==> config.mk <==
export PLATFORM = sky130hd
export DESIGN_NAME = ctlwr_slave
export DESIGN_NICKNAME = d
export VERILOG_FILES = /design/src/rtl/ctlwr_pkg.sv /design/src/rtl/ctlwr_sync.sv /design/src/rtl/ctlwr_frame.sv /design/src/rtl/ctlwr_regfile.sv /design/src/rtl/ctlwr_slave.sv
export SDC_FILE = /design/constraint.sdc
export NUM_CORES = 1
export LEC_CHECK = 0
export ABC_AREA = 0
export BUFFER_PORTS_ARGS = -buffer_cell sky130_fd_sc_hd__buf_2
export CORE_ASPECT_RATIO = 1.2
export CORE_MARGIN = 3
export CORE_UTILIZATION = 53
export DETAILED_ROUTE_END_ITERATION = 12
export GPL_ROUTABILITY_DRIVEN = 0
export GPL_TIMING_DRIVEN = 0
export HOLD_SLACK_MARGIN = 0.15
export PLACE_DENSITY = 0.8
export SLEW_MARGIN = 20
export SYNTH_ARGS = -nofsm -noshare
export SYNTH_HDL_FRONTEND = slang
export SYNTH_SLANG_ARGS = --single-unit
==> constraint.sdc <==
create_clock -name clk -period 1.95 [get_ports clk]
set_input_delay 0 -clock clk [delete_from_list [all_inputs] [get_ports clk]]
set_output_delay 0 -clock clk [all_outputs]
set_load 0.01 [all_outputs]
==> src/rtl/ctlwr_pkg.sv <==
package ctlwr_pkg;

    localparam int CHIP_W    = 2;
    localparam int ADDR_W    = 5;
    localparam int DATA_W    = 8;
    localparam int FRAME_W   = CHIP_W + 1 + ADDR_W + DATA_W;
    localparam int REG_DEPTH = 1 << ADDR_W;
    localparam int CNT_W     = $clog2(FRAME_W + 1);

    // Field layout of a received frame, first bit received at the MSB
    typedef struct packed {
        logic [CHIP_W-1:0] chip;
        logic              is_write;
        logic [ADDR_W-1:0] addr;
        logic [DATA_W-1:0] data;
    } frame_t;

    typedef enum logic [1:0] {
        VERDICT_NONE   = 2'd0,
        VERDICT_WRITE  = 2'd1,
        VERDICT_REJECT = 2'd2
    } verdict_e;

    function automatic logic [CHIP_W-1:0] chip_for_strap(input logic strap);
        return strap ? 2'b01 : 2'b10;
    endfunction

    function automatic logic sel_is_active(input logic strap, input logic sel);
        return strap ? sel : ~sel;
    endfunction

    function automatic verdict_e judge(input frame_t f, input logic strap);
        if (f.is_write && (f.chip == chip_for_strap(strap)))
            return VERDICT_WRITE;
        return VERDICT_REJECT;
    endfunction

endpackage

==> src/rtl/ctlwr_sync.sv <==
module ctlwr_sync #(
    parameter int WIDTH  = 3,
    parameter int STAGES = 2
) (
    input  logic             clk,
    input  logic             rst,
    input  logic [WIDTH-1:0] d,
    output logic [WIDTH-1:0] q
);

    logic [STAGES-1:0][WIDTH-1:0] pipe;

    always_ff @(posedge clk) begin
        if (rst) pipe[0] <= '0;
        else     pipe[0] <= d;
    end

    for (genvar g = 1; g < STAGES; g++) begin : g_stage
        always_ff @(posedge clk) begin
            if (rst) pipe[g] <= '0;
            else     pipe[g] <= pipe[g-1];
        end
    end

    assign q = pipe[STAGES-1];

endmodule

==> src/rtl/ctlwr_frame.sv <==
module ctlwr_frame
    import ctlwr_pkg::*;
(
    input  logic              clk,
    input  logic              rst,
    input  logic              pd_n,
    input  logic              strap,
    input  logic              sel_s,
    input  logic              sclk_s,
    input  logic              sdat_s,
    output logic              stb,
    output logic              err,
    output logic [ADDR_W-1:0] addr,
    output logic [DATA_W-1:0] data
);

    logic               sclk_d;
    logic [CNT_W-1:0]   cnt_q;
    logic [FRAME_W-1:0] shreg_q;

    logic               active;
    logic               rise;
    logic               take;
    logic               last;
    logic [FRAME_W-1:0] next_bits;
    frame_t             next_frame;
    verdict_e           verdict;

    always_comb begin
        active     = sel_is_active(strap, sel_s);
        rise       = sclk_s & ~sclk_d;
        take       = active && rise && (cnt_q < CNT_W'(FRAME_W));
        last       = take && (cnt_q == CNT_W'(FRAME_W - 1));
        next_bits  = {shreg_q[FRAME_W-2:0], sdat_s};
        next_frame = frame_t'(next_bits);
        verdict    = last ? judge(next_frame, strap) : VERDICT_NONE;
    end

    always_ff @(posedge clk) begin
        if (rst || !pd_n) begin
            sclk_d  <= 1'b0;
            cnt_q   <= '0;
            shreg_q <= '0;
            stb     <= 1'b0;
            err     <= 1'b0;
            addr    <= '0;
            data    <= '0;
        end else begin
            sclk_d <= sclk_s;
            if (!active) begin
                cnt_q <= '0;
            end else if (take) begin
                cnt_q   <= cnt_q + CNT_W'(1);
                shreg_q <= next_bits;
            end
            stb <= (verdict == VERDICT_WRITE);
            err <= (verdict == VERDICT_REJECT);
            if (verdict == VERDICT_WRITE) begin
                addr <= next_frame.addr;
                data <= next_frame.data;
            end
        end
    end


    cnt_bound_chk: assert property (@(posedge clk) disable iff (rst || !pd_n)
        cnt_q <= CNT_W'(FRAME_W));


    stb_full_count_chk: assert property (@(posedge clk) disable iff (rst || !pd_n)
        stb |-> (cnt_q == CNT_W'(FRAME_W)));


    stb_err_excl_chk: assert property (@(posedge clk) disable iff (rst || !pd_n)
        !(stb && err));


    stb_single_chk: assert property (@(posedge clk) disable iff (rst || !pd_n)
        stb |=> !stb);


    err_single_chk: assert property (@(posedge clk) disable iff (rst || !pd_n)
        err |=> !err);

endmodule

==> src/rtl/ctlwr_regfile.sv <==
module ctlwr_regfile
    import ctlwr_pkg::*;
(
    input  logic                        clk,
    input  logic                        rst,
    input  logic                        pd_n,
    input  logic                        we,
    input  logic [ADDR_W-1:0]           waddr,
    input  logic [DATA_W-1:0]           wdata,
    output logic [REG_DEPTH*DATA_W-1:0] image
);

    logic [REG_DEPTH-1:0][DATA_W-1:0] regs_q;

    for (genvar e = 0; e < REG_DEPTH; e++) begin : g_entry
        always_ff @(posedge clk) begin
            if (rst || !pd_n)
                regs_q[e] <= '0;
            else if (we && (waddr == ADDR_W'(e)))
                regs_q[e] <= wdata;
        end
    end

    assign image = regs_q;


    pd_clear_chk: assert property (@(posedge clk) disable iff (rst)
        !pd_n |=> (image == '0));


    write_lands_chk: assert property (@(posedge clk) disable iff (rst || !pd_n)
        we |=> (regs_q[$past(waddr)] == $past(wdata)));

endmodule

==> src/rtl/ctlwr_slave.sv <==
module ctlwr_slave
    import ctlwr_pkg::*;
#(
    parameter int SYNC_STAGES = 2
) (
    input  logic                        clk,
    input  logic                        rst,
    input  logic                        pwr_dn_n,
    input  logic                        cs_strap,
    input  logic                        sel_in,
    input  logic                        sclk_in,
    input  logic                        sdat_in,
    output logic                        wr_stb,
    output logic [ADDR_W-1:0]           wr_addr,
    output logic [DATA_W-1:0]           wr_data,
    output logic                        frame_err,
    output logic [REG_DEPTH*DATA_W-1:0] reg_image
);

    logic [2:0] pins_s;

    ctlwr_sync #(
        .WIDTH  (3),
        .STAGES (SYNC_STAGES)
    ) u_sync (
        .clk (clk),
        .rst (rst),
        .d   ({sel_in, sclk_in, sdat_in}),
        .q   (pins_s)
    );

    ctlwr_frame u_frame (
        .clk    (clk),
        .rst    (rst),
        .pd_n   (pwr_dn_n),
        .strap  (cs_strap),
        .sel_s  (pins_s[2]),
        .sclk_s (pins_s[1]),
        .sdat_s (pins_s[0]),
        .stb    (wr_stb),
        .err    (frame_err),
        .addr   (wr_addr),
        .data   (wr_data)
    );

    ctlwr_regfile u_regs (
        .clk   (clk),
        .rst   (rst),
        .pd_n  (pwr_dn_n),
        .we    (wr_stb),
        .waddr (wr_addr),
        .wdata (wr_data),
        .image (reg_image)
    );

endmodule

== Yosys cells after proc, flatten, opt, wreduce, memory -nomap -nowiden ==
Cells that the tools add are included.
Storage, ports and cells
  flip-flop bits (word level): 298
  input bits: 7
  output and inout port bits: 271
  logic and storage cells: 129
Operators by class
  $add $sub $neg: 1
  order comparisons: 1
  eq/ne operators: 35
  mux-type cells: 6
  bitwise gates (word level): 4
  reduce and logical (&&, ||, !) cells: 41
Operators by type and width (count)
  $eq A5 B5 Y1 const B: 16
  $eq A5 B4 Y1 const B: 9
  $logic_and A1 B1 Y1: 36
  $eq A5 B3 Y1 const B: 4
  $eq A5 B2 Y1 const B: 2
  $mux W2: 4
  $add A5 B1 Y5 const B: 1
  $eq A5 B1 Y1 const B: 1
  $logic_not A5 Y1: 1
  $lt A5 B5 Y1 const B: 1
  $not A1 Y1: 3
  $eq A2 B1 Y1 const B: 1
  $eq A2 B2 Y1: 1
  $eq A2 B2 Y1 const B: 1
  $mux W1: 2
  $reduce_and A2 Y1: 1
  $reduce_or A2 Y1: 1
  $and A1 B1 Y1: 1
  $logic_not A1 Y1: 1
  $logic_or A1 B1 Y1: 1

== Depth between registers and ports, before layout ==
Gate-level depths: netlist of run 1.
  depth after elaboration: 7
  gate-level depth with buffers: 7
  depth with buffers taken out: 5

== By module ==
Synthesis of run 1 repeated with hierarchy kept, for this count alone.
Unflattened totals
  cells, all modules: 1062
  area, all modules: 10903.0 um^2
Modules (own cells, without submodules)
  ctlwr_regfile: instances 1, cells each 884, area an instance 9282.7 um^2, seq. area each 5124.9 um^2
  ctlwr_frame: instances 1, cells each 163, area an instance 1440.1 um^2, seq. area each 720.7 um^2
  ctlwr_sync: instances 1, cells each 15, area an instance 180.2 um^2, seq. area each 120.1 um^2

== Least setup slack after synthesis of run 1 ==
Ideal clock, no wire load.
  path type: reg2reg
  from: register u_frame.addr[2]
  to: register u_regs.regs_q, in the netlist u_regs.image[160]
  setup time: 0.128 ns
  arrival time: 1.537 ns
  data required time: 1.822 ns
  setup slack: 0.285 ns
  stages on the path, launching flop included: 7
  path buffers: 2
  period minus slack after synthesis: 1.665 ns
  cells stage by stage: dfxtp_1 > buf_2 > nand4b_1 > or3_1 > buf_2 > mux2i_1 > nor2_1
On the way
  cells in the longest elaborated chain, start to end: 2
RTL lines
  start: declaration: RTL line ctlwr_frame.sv:13  | output logic [ADDR_W-1:0] addr,
  start signal: assignment: RTL line ctlwr_frame.sv:59  | addr <= next_frame.addr;
  $eq A5 B5 Y1: RTL line ctlwr_regfile.sv:19  | else if (we && (waddr == ADDR_W'(e)))
  $logic_and A1 B1 Y1: RTL line ctlwr_regfile.sv:19
  end signal: indexed assignment: RTL line ctlwr_regfile.sv:20  | regs_q[e] <= wdata;
  end: declaration: RTL line ctlwr_regfile.sv:13  | logic [REG_DEPTH-1:0][DATA_W-1:0] regs_q;
No other way between the ends.
A chain may end at the register's enable or synchronous reset.

== Worst setup path in the final report of run 1 ==
  from: register u_frame.addr[0]
  to: register u_regs.regs_q, in the netlist u_regs.image[222]
The elaborated chain is that of the path after synthesis.

==> metrics.cfg, run 1 <==
[outcome]
status = completed

[clock_network]
cts.sinks = 298
clk_latency_ps = 550
clk_path_buf_depth = 3
htreeDepth = 1
numCtsBuffers = 28
cts_tree = done
path_clk_slew_ps = 70
clock-root-buffer = clkbuf_16

[hold_path]
hold_end = u_regs.image[129]$_SDFFE_PP0P_
hp-class = in2reg
min_path_cells = 5
min_from = pwr_dn_n

[logic_synthesis]
ys_async_sr_fraction_pct = 0
synth_edf_count = 0
synth_cell_types = 32
synth_nets = 1187
synth-main-ff-cell = dfxtp_1
synth_area_sq_um = 10940
ys_seq_area_share_pct = 54.55
syn_avg_cell_area_sq_um = 9.283
synth_seq_cells = 298
ys_warn_count = 0
syn_inst = 1178

[worst_setup_path]
crit_chain = buf_4, nand2_1, nor2_2, mux2i_1, nor2_1
crit_path_start_kind = register
worst-r2r-cell-count = 5
required_ps = 2360
worstPathArrival_ps = 2320
cp_num_buf_inv = 1
path_max_fanout = 10
worst_setup_path_end_kind = register
crit_type = reg2reg
r2r-start = u_frame.addr[0]$_SDFFE_PP0N_
crit_path_max_incr_delay_ps = 520
crit_path_top_delay_cell = nor2_2
r2r_slack_ps = 50
crit_family = simple AND/OR/NAND/NOR gates
worstReg2RegEnd = u_regs.image[222]$_SDFFE_PP0P_

[timing]
min_period_ps = 1903
setup_viol = 0
slew_headroom_pct = 44.80
fin_tns_setup_ps = 0
final_hold_viol_count = 0
clock-skew-final_ps = 20.34
slew_viol_final = 0
rsz0062_at_grt = yes
layout_setup_ws_ps = 46.83
hold_slack_ps = 225.9
worst_pin_slew_ps = 828.1
max_clock_freq_ghz = 0.5254
timing.final.crit_share_pct = 97.60

[floorplan]
fp.coreArea_sq_um = 19900
num_rows = 56
io_pins = 278
die_h_microns = 163.4
initial_utilization_pct = 54.95
design.die.area_sq_um = 22400
die_w_microns = 137.1

[route]
ant_nets = 0
routedWlPerCell_microns = 18.56
drcViolationCount = 0
vias_per_cell = 5.366
dr.pass1.iters = 5
drt_iter0_drc = 695
drt_wl_total_mm = 33.02
vias = 9547

[pwr]
power_switching_mw = 2.453
peakVddDrop_uv = 733.8
finalPower_mw = 11.80
powerDensity_nw_per_um2 = 858.8
intPower_mw = 9.344
power_frac_comb_pct = 1.5
clkPwrFrac_pct = 46.8
p_leak_nw = 5.789
switching_share_pct = 20.79
p_seq_share_pct = 51.7

[global_routing]
grt_max_degree = 16
antenna_found_initial = 0
grt_pass1_vias = 9167
grt_usage_pct = 28.53
grt_pass1_wl_mm = 50.52
grt.overflow.total = 0

[placement]
place_ws_ps = -74.85
io_buffers = 277
dp.cells = 1716
dp_hpwl_mm = 23.42

[cells_and_area]
final_layout_size_suffix_gt1_share_pct = 24.97
antenna_cells = 0
syn2layout_area_growth_pct = 25.62
nFillCells = 1574
fin_nets = 1509
final_cells = 1779
seqCellArea_sq_um = 5967
multiInputGateArea_sq_um = 4551

[job]
maxCapViolations = 0

-- final cells by class --
type,count,share of cell area [%]
Clock inverter,11,1.047
Sequential cell,298,43.44
Buffer,101,3.197
Timing Repair Buffer,292,11.08
Inverter,1,0.02732
Tap cell,261,2.377
Multi-Input combinational cell,778,33.13
Clock buffer,37,5.711
-- power by group through the flow --
stage	Sequential, mW	Clock [mW]	Combinational [mW]
floorplan	6.23	0	0.101
CTS	6.09	5.59	0.175
global route	6.09	5.84	0.195
detailed placement	6.23	0	0.160
global placement	6.23	0	0.159
finish	6.09	5.52	0.179
-- cells in the mapped netlist, types with 3 or more instances --
cell type | instances | area share [%]
buf_2 | 21 | 0.96
nor2_2 | 9 | 0.51
buf_4 | 3 | 0.21
or3_1 | 3 | 0.17
nor2_1 | 165 | 5.7
nor4bb_1 | 3 | 0.27
dfxtp_1 | 298 | 55
nand3_1 | 98 | 4.5
clkbuf_1 | 72 | 2.5
a21oi_1 | 114 | 5.2
buf_1 | 4 | 0.14
nor2_4 | 4 | 0.41
nor2b_1 | 9 | 0.51
nand2_1 | 171 | 5.9
nand3_2 | 4 | 0.37
mux2i_1 | 173 | 16
xnor2_1 | 3 | 0.24
nand4b_1 | 4 | 0.32
nand2b_1 | 4 | 0.23
-- how the worst max path moves through the flow --
stage,startpoint,end,cells past startpoint
finish,u_frame.addr[0]$_SDFFE_PP0N_,u_regs.image[222]$_SDFFE_PP0P_,5
global route,u_frame.addr[1]$_SDFFE_PP0N_,u_regs.image[255]$_SDFFE_PP0P_,5
CTS,u_frame.stb$_SDFF_PP0_,u_regs.image[120]$_SDFFE_PP0P_,4
detailed placement,rst,u_regs.image[29]$_SDFFE_PP0P_,6
global placement,rst,u_regs.image[29]$_SDFFE_PP0P_,6
floorplan,u_frame.addr[2]$_SDFFE_PP0N_,u_regs.image[160]$_SDFFE_PP0P_,6
-- kinds of logic (layout without fill, tap and decap cells) --
logic type,Yosys count,in the layout,synth area share [%]
adders and majority gates,2,2,0.2288
and+or+nand+nor,484,484,19.77
DFF,298,298,54.55
muxes,173,173,15.84
buffers and inverters,102,442,3.993
AOI/OAI and AO/OA,114,114,5.217
xor gates and xnor gates,5,5,0.4005
-- worst min-delay path, stage by stage --
cell      delay [ps]
buf_2             90
nand2b_1          50
buf_2            180
clkbuf_1         250
a21oi_1          160
-- through the flow --
step	instance area [sq um]	util [%]
floorplan	10940	-
global placement	12650	63.56
detailed placement	12650	63.56
CTS	13710	68.89
global route	13740	69.03
finish	13740	69.03
-- routing by layer --
metal / global-route usage [%] / vias up / wire, microns
li1: - / 4563 / -
met1: 34.97 / 4443 / 12830
met2: 47.93 / 455 / 15680
met3: 8.133 / 86 / 3441
met4: 9.891 / 0 / 1072
met5: 0 / - / 0
-- sequential cells by signal (all words and copies together) (netlist names) --
name and count:
u_frame.stb 1, u_frame.addr 5, u_frame.err 1, u_frame.sclk_d 1, u_regs.image 256, u_frame.shreg_q 15
u_frame.cnt_q 5, u_sync.q 3, u_frame.data 8, u_sync.pipe 3
-- placed cells by master (no fill, tap or decap), drive strengths merged --
cell type	netlist	final
nor4bb	3	3
nand4b	4	4
mux2i	173	173
or3b	1	1
clkbuf	72	109
nand2	171	171
clkinvlp	0	1
or3	3	3
nor2	178	178
xnor2	3	3
dlygate4sd3	0	9
dfxtp	298	298
nand3	102	102
nand4	1	1
xor2	2	2
clkinv	0	7
ha	2	2
nor3b	1	1
or4bb	1	1
nor2b	9	9
buf	29	312
inv	1	1
and3	2	2
and2	1	1
nor3	2	2
bufinv	0	3
a21oi	114	114
nor4b	1	1
nand2b	4	4
-- timing repair --
item | in CTS | in global routing
hold endpoints to repair | 26 | 0
pin swaps | 1 | 1
setup buffers | 4 | 2
hold buffers | 9 | 0
endpoints found under the setup margin | 26 | 123
resized for setup | 3 | 12
No activity file was read; power rests on OpenSTA's default activity.
==> run 2, diff against run 1 <==
--- a/config.mk
+++ b/config.mk
@@ -6,15 +6,14 @@
 export NUM_CORES = 1
 export LEC_CHECK = 0
 export ABC_AREA = 0
-export BUFFER_PORTS_ARGS = -buffer_cell sky130_fd_sc_hd__buf_2
 export CORE_ASPECT_RATIO = 1.2
-export CORE_MARGIN = 3
-export CORE_UTILIZATION = 53
+export CORE_UTILIZATION = 60
 export DETAILED_ROUTE_END_ITERATION = 12
+export DONT_BUFFER_PORTS = 1
 export GPL_ROUTABILITY_DRIVEN = 0
 export GPL_TIMING_DRIVEN = 0
 export HOLD_SLACK_MARGIN = 0.15
-export PLACE_DENSITY = 0.8
+export PLACE_DENSITY = 0.76
 export SLEW_MARGIN = 20
 export SYNTH_ARGS = -nofsm -noshare
 export SYNTH_HDL_FRONTEND = slang
==> run 2 against run 1 <==
Effect of this change: the flow now finishes with violations (DRC); hold slack worse by 26 ps; sequential share of layout area increased by 4.4 points; total power is 2.1% lower; highest routed layer unchanged.
==> metrics.cfg, run 2 (same netlist as run 1, synthesis figures left out) <==
[outcome]
status = finished with violations  ; was completed
violations = DRC

[worst_setup_path]
worst_setup_path_end_kind = register  ; unchanged
crit_path_top_delay_cell = nor2_4  ; was nor2_2
crit_path_max_incr_delay_ps = 460  ; was 520 ps
crit_family = simple AND/OR/NAND/NOR gates  ; unchanged
crit_path_end = u_regs.image[118]$_SDFFE_PP0P_  ; was u_regs.image[222]$_SDFFE_PP0P_
path_max_fanout = 9  ; was 10
required_ps = 2360  ; about the same
crit_start = u_frame.addr[4]$_SDFFE_PP0N_  ; was u_frame.addr[0]$_SDFFE_PP0N_
worstReg2RegEnd = u_regs.image[118]$_SDFFE_PP0P_  ; was u_regs.image[222]$_SDFFE_PP0P_
r2r_slack_ps = 110  ; was 50 ps
path_depth = 5  ; unchanged
worstPathArrival_ps = 2250  ; was 2320 ps
crit_type = reg2reg  ; unchanged
worst-r2r-cell-count = 5  ; unchanged
r2r-start = u_frame.addr[4]$_SDFFE_PP0N_  ; was u_frame.addr[0]$_SDFFE_PP0N_
crit_chain = buf_4, nand4b_1, nor2_4, mux2i_1, nor2_1  ; was buf_4, nand2_1, nor2_2, mux2i_1, nor2_1
cp_num_buf_inv = 1  ; unchanged
crit_path_start_kind = register  ; unchanged

[floorplan]
die_w_microns = 125.2  ; was 137.1 microns
fp.coreArea_sq_um = 17710  ; was 19,900 sq um
num_rows = 53  ; was 56
die_h_microns = 149.9  ; was 163.4 microns
initial_utilization_pct = 61.76  ; was 54.95%
io_pins = 278  ; unchanged
design.die.area_sq_um = 18770  ; was 22,400 sq um

[pwr]
p_leak_nw = 4.303  ; was 5.789 nW
peakVddDrop_uv = 740.0  ; was 733.8 uV
powerDensity_nw_per_um2 = 925.0  ; was 858.8 nW/um^2

[route]
drt_iter0_drc = 555  ; was 695
drt_wl_total_mm = 30.45  ; was 33.02 mm
drcViolationCount = 20  ; was 0
dr.pass1.iters = 9  ; was 5
vias_per_cell = 5.751  ; was 5.366
vias = 8459  ; was 9,547
routedWlPerCell_microns = 20.70  ; was 18.56 microns
ant_nets = 0  ; unchanged

[timing]
hold_slack_ps = 199.9  ; was 225.9 ps
min_period_ps = 1843  ; was 1903 ps
rsz0062_at_grt = yes  ; unchanged
worst_pin_slew_ps = 886.0  ; was 828.1 ps
final_hold_viol_count = 0  ; unchanged
fin_tns_setup_ps = 0  ; unchanged
setup_viol = 0  ; unchanged
timing.final.crit_share_pct = 94.53  ; was 97.60%
slew_viol_final = 0  ; unchanged
clock-skew-final_ps = 8.069  ; was 20.34 ps
slew_headroom_pct = 40.93  ; was 44.80%
max_clock_freq_ghz = 0.5425  ; was 0.5254 GHz

[clock_network]
cts_tree = done  ; unchanged
htreeDepth = 1  ; unchanged
clock-root-buffer = clkbuf_16  ; unchanged
path_clk_slew_ps = 70  ; about the same
cts.sinks = 298  ; unchanged
clk_latency_ps = 530  ; was 550 ps
numCtsBuffers = 28  ; unchanged
clk_path_buf_depth = 3  ; unchanged

[cells_and_area]
syn2layout_area_growth_pct = 14.13  ; was 25.62%
mostFrequentLayoutCells = dfxtp_1 (292), mux2i_1 (173), nand2_1 (171)  ; was buf_2 (298), dfxtp_1 (297), mux2i_1 (173)
antenna_cells = 0  ; unchanged
final_layout_size_suffix_gt1_share_pct = 9.353  ; was 24.97%
fin_nets = 1239  ; was 1,509
largest_reg_flops = 256  ; unchanged
mostFrequentLayoutCell = dfxtp_1  ; was buf_2

[placement]
io_buffers = 0  ; was 277
dp_hpwl_mm = 21.09  ; was 23.42 mm

[global_routing]
grt_pass1_wl_mm = 46.30  ; was 50.52 mm
grt_max_degree = 15  ; was 16
grt_pass1_vias = 8095  ; was 9,167
grt_usage_pct = 31.68  ; was 28.53%
grt.overflow.total = 0  ; unchanged
antenna_found_initial = 0  ; unchanged

[hold_path]
hp-class = in2reg  ; unchanged

[job]
maxCapViolations = 0  ; unchanged

[run 2: cell types whose count changed in the layout (fill, tap and decap cells not counted), moves of 2 or more]
cell	change
nor2_4	+6
clkbuf_8	+3
nor2_2	-6
buf_12	+7
buf_4	+5
nand3_2	-2
bufinv_16	-3
dfxtp_1	-5
nand3_4	+2
dfxtp_2	+5
buf_2	-282
[run 2: how the worst min path moves through the flow]
stage | start | end | slack, ps | cells past startpoint
after floorplan | rst | u_sync.pipe[0]$_SDFF_PP0_ | 70 | 1
after global placement | rst | u_sync.q[2]$_SDFF_PP0_ | 70 | 1
after detailed placement | rst | u_sync.q[2]$_SDFF_PP0_ | 80 | 1
after CTS | rst | u_regs.image[9]$_SDFFE_PP0P_ | 190 | 4
after global routing | rst | u_regs.image[147]$_SDFFE_PP0P_ | 250 | 4
final | rst | u_regs.image[8]$_SDFFE_PP0P_ | 200 | 4
[run 2: cell type report]
class                           instances  area (sq um)
Fill cell                            1415          5225
Multi-Input combinational cell        778          4596
Timing Repair Buffer                   22         275.3
Buffer                                101         452.9
Clock buffer                           42         854.6
Inverter                                1         3.754
Sequential cell                       298          5973
Clock inverter                          9         50.05
Tap cell                              220         275.3
[run 2: metal layers]
| layer | GRT usage, % | vias up | wire, microns |
|---|---|---|---|
| met5 | 0 | - | 0 |
| met4 | 13.17 | 0 | 1087 |
| met3 | 11.08 | 72 | 3289 |
| met2 | 55.73 | 357 | 14800 |
| met1 | 34.81 | 4003 | 11270 |
| li1 | - | 4027 | - |
[run 2: metrics by stage]
| stage | setup slack, ps | utilization [%] | power [mW] | cell area, sq um | cells |
|---|---|---|---|---|---|
| floorplan | 285.2 | - | 6.332 | 10940 | 1178 |
| global placement | -80.24 | 63.32 | 6.382 | 11210 | 1398 |
| detailed placement | -111.7 | 63.32 | 6.383 | 11210 | 1398 |
| CTS | -123.2 | 69.34 | 11.59 | 12280 | 1462 |
| global route | -4.895 | 70.49 | 11.86 | 12480 | 1471 |
| finish | 106.7 | 70.49 | 11.54 | 12480 | 1471 |
[run 2: where the power goes]
part / leakage [nW] / switching, mW / internal (mW)
Clock: 0.448 / 2.26 / 3.02
Sequential: 2.40 / 0.00321 / 6.09
Combinational: 1.45 / 0.136 / 0.0366
Total: 4.30 / 2.40 / 9.15
[run 2: tightest hold or removal path, stage by stage]
cell      delay (ps)
nand2b_1         110
buf_2            200
clkbuf_1         240
a21oi_1          150
[run 2: repair_timing]
item                                   in CTS  in global routing
resized for setup                          16                 14
setup buffers                               4                  9
endpoints found under the hold margin      57                  0
setup endpoints to repair                 136                128
pin swaps                                   1                  8
hold buffers                                9                  0
==> run 3, diff against run 2 <==
--- a/config.mk
+++ b/config.mk
@@ -6,8 +6,9 @@
 export NUM_CORES = 1
 export LEC_CHECK = 0
 export ABC_AREA = 0
-export CORE_ASPECT_RATIO = 1.2
+export CORE_ASPECT_RATIO = 1.5
 export CORE_UTILIZATION = 60
+export CTS_BUF_LIST = sky130_fd_sc_hd__clkbuf_16
 export DETAILED_ROUTE_END_ITERATION = 12
 export DONT_BUFFER_PORTS = 1
 export GPL_ROUTABILITY_DRIVEN = 0
==> run 3 against run 2 <==
Effect of this change: the run still ends with DRC left; clock-buffer cell count is 15 lower; largest power group unchanged; cell area is 0.72% lower; die area hardly changed.
==> metrics.cfg, run 3 (same netlist as run 1, synthesis figures left out) <==
[outcome]
status = finished with violations  ; unchanged
violations = DRC  ; unchanged

[cells_and_area]
syn2layout_area_growth_pct = 13.31  ; was 14.13%
largest_reg_flops = 256  ; unchanged
final_layout_size_suffix_gt1_share_pct = 8.434  ; was 9.353%
nFillCells = 1428  ; was 1,415
antenna_cells = 0  ; unchanged
fin_nets = 1234  ; was 1,239
mostFrequentLayoutCell = dfxtp_1  ; unchanged
final_cells = 1462  ; was 1,471
mostFrequentLayoutCells = dfxtp_1 (295), mux2i_1 (173), nand2_1 (171)  ; was dfxtp_1 (292), mux2i_1 (173), nand2_1 (171)
stdcell_area_sq_um = 12390  ; was 12,480 sq um

[worst_setup_path]
crit_chain = clkbuf_4, nor4bb_2, buf_4, buf_2, nand3_1, a21oi_1  ; was buf_4, nand4b_1, nor2_4, mux2i_1, nor2_1
worstPathArrival_ps = 2340  ; was 2250 ps
crit_path_max_incr_delay_ps = 440  ; was 460 ps
path_max_fanout = 10  ; was 9
worst_setup_path_end_kind = register  ; unchanged
required_ps = 2400  ; was 2360 ps
crit_path_start_kind = register  ; unchanged
crit_type = reg2reg  ; unchanged
crit_path_top_delay_cell = dfxtp_1  ; was nor2_4
r2r_slack_ps = 60  ; was 110 ps

[clock_network]
path_clk_slew_ps = 70  ; about the same
clk_path_buf_depth = 3  ; unchanged
cts.sinks = 298  ; unchanged
htreeDepth = 1  ; unchanged
cts_tree = done  ; unchanged
clk_latency_ps = 530  ; about the same
clock-root-buffer = clkbuf_16  ; unchanged
numCtsBuffers = 26  ; was 28

[floorplan]
die_w_microns = 112.2  ; was 125.2 microns
die_h_microns = 167.3  ; was 149.9 microns
num_rows = 60  ; was 53
design.die.area_sq_um = 18780  ; was 18,770 sq um
fp.coreArea_sq_um = 17870  ; was 17,710 sq um
initial_utilization_pct = 61.20  ; was 61.76%
io_pins = 278  ; unchanged

[timing]
fin_tns_setup_ps = 0  ; unchanged
slew_viol_final = 0  ; unchanged
final_hold_viol_count = 0  ; unchanged
clock-skew-final_ps = 11.69  ; was 8.069 ps
timing.final.crit_share_pct = 96.89  ; was 94.53%
min_period_ps = 1889  ; was 1843 ps
worst_pin_slew_ps = 785.9  ; was 886.0 ps
max_clock_freq_ghz = 0.5293  ; was 0.5425 GHz
slew_headroom_pct = 47.61  ; was 40.93%
setup_viol = 0  ; unchanged
rsz0062_at_grt = no  ; was yes
layout_setup_ws_ps = 60.57  ; was 106.7 ps

[global_routing]
grt_pass1_vias = 8165  ; was 8,095
grt_max_degree = 16  ; was 15
grt.overflow.total = 0  ; unchanged
antenna_found_initial = 0  ; unchanged
grt_usage_pct = 31.06  ; was 31.68%
grt_pass1_wl_mm = 45.61  ; was 46.30 mm

[hold_path]
hp-class = in2reg  ; unchanged

[route]
dr.pass1.iters = 9  ; unchanged
routedWlPerCell_microns = 20.57  ; was 20.70 microns
vias = 8429  ; was 8,459
drcViolationCount = 21  ; was 20
ant_nets = 0  ; unchanged
drt_wl_total_mm = 30.08  ; was 30.45 mm
vias_per_cell = 5.765  ; was 5.751
drt_iter0_drc = 541  ; was 555

[pwr]
p_leak_nw = 4.293  ; was 4.303 nW
peakVddDrop_uv = 749.4  ; was 740.0 uV
powerDensity_nw_per_um2 = 927.0  ; was 925.0 nW/um^2

[placement]
io_buffers = 0  ; unchanged
place_area_sq_um = 11210  ; about the same
dp_hpwl_mm = 21.30  ; was 21.09 mm
dp.cells = 1395  ; was 1,398
place_ws_ps = -118.7  ; was -111.7 ps

[job]
maxCapViolations = 0  ; unchanged

## run 3: cell count changes in the layout (fill, tap and decap cells not counted), sizes merged
cell / before / now
clkinvlp: 2 / 0
buf: 42 / 39
bufinv: 0 / 4
clkinv: 7 / 9
clkbuf: 114 / 101
dlygate4sd3: 9 / 7
inv: 1 / 9
## run 3: metal layers
metal	up-vias	global-route usage [%]	wire [microns]
li1	4008	-	-
met1	3967	33.10	10670
met2	361	56.09	15120
met3	93	9.338	2938
met4	0	13.80	1343
met5	-	0	0
## run 3: layout make-up
class / instances / area (sq um) / share of cell area (%)
inverter: 1 / 3.754 / 0.03029
tap: 217 / 271.5 / 2.191
sequential: 298 / 5969 / 48.18
multi-input combinational: 778 / 4617 / 37.26
clock inverter: 21 / 190.2 / 1.535
timing repair buffer: 19 / 210.2 / 1.696
clock buffer: 27 / 675.6 / 5.453
buffer: 101 / 452.9 / 3.655
## run 3: worst max-delay path, delay by kind of cell, from the launching register on
kind / cells / cell delay (ps)
and+or+nand+nor: 2 / 450
buffers and inverters: 3 / 760
DFF: 1 / 440
AOI/OAI and AO/OA: 1 / 160
## run 3: what timing repair did
item | 4_1_cts | 5_1_grt
pin swaps | 0 | 3
hold buffers | 7 | 0
buffers inserted | 5 | 7
endpoints found under the hold margin | 40 | 0
resized for setup | 16 | 14
setup endpoints to repair | 104 | 159
## run 3: stage by stage
step | hold WS, ps | utilization, % | total power [mW]
floorplan | 71.61 | - | 6.332
global placement | 73.32 | 62.72 | 6.385
detailed placement | 73.75 | 62.72 | 6.386
CTS | 159.9 | 68.47 | 11.52
global route | 164.3 | 69.35 | 11.82
finish | 179.9 | 69.35 | 11.49
## run 3: path summary, 6_finish.rpt
kind	start	cells after the start	to
setup / recovery	u_frame.addr[4]$_SDFFE_PP0N_	6	u_regs.image[140]$_SDFFE_PP0P_
hold / removal	sel_in	2	u_sync.pipe[2]$_SDFF_PP0_
setup reg to reg	u_frame.addr[4]$_SDFFE_PP0N_	6	u_regs.image[140]$_SDFFE_PP0P_
hold reg to reg	u_sync.pipe[1]$_SDFF_PP0_	1	u_sync.q[1]$_SDFF_PP0_
## run 3: report_power, final
part | internal (mW) | leakage (nW) | switching, mW
Clock | 3.02 | 0.458 | 2.20
Sequential | 6.09 | 2.40 | 0.00358
Combinational | 0.0339 | 1.43 | 0.137
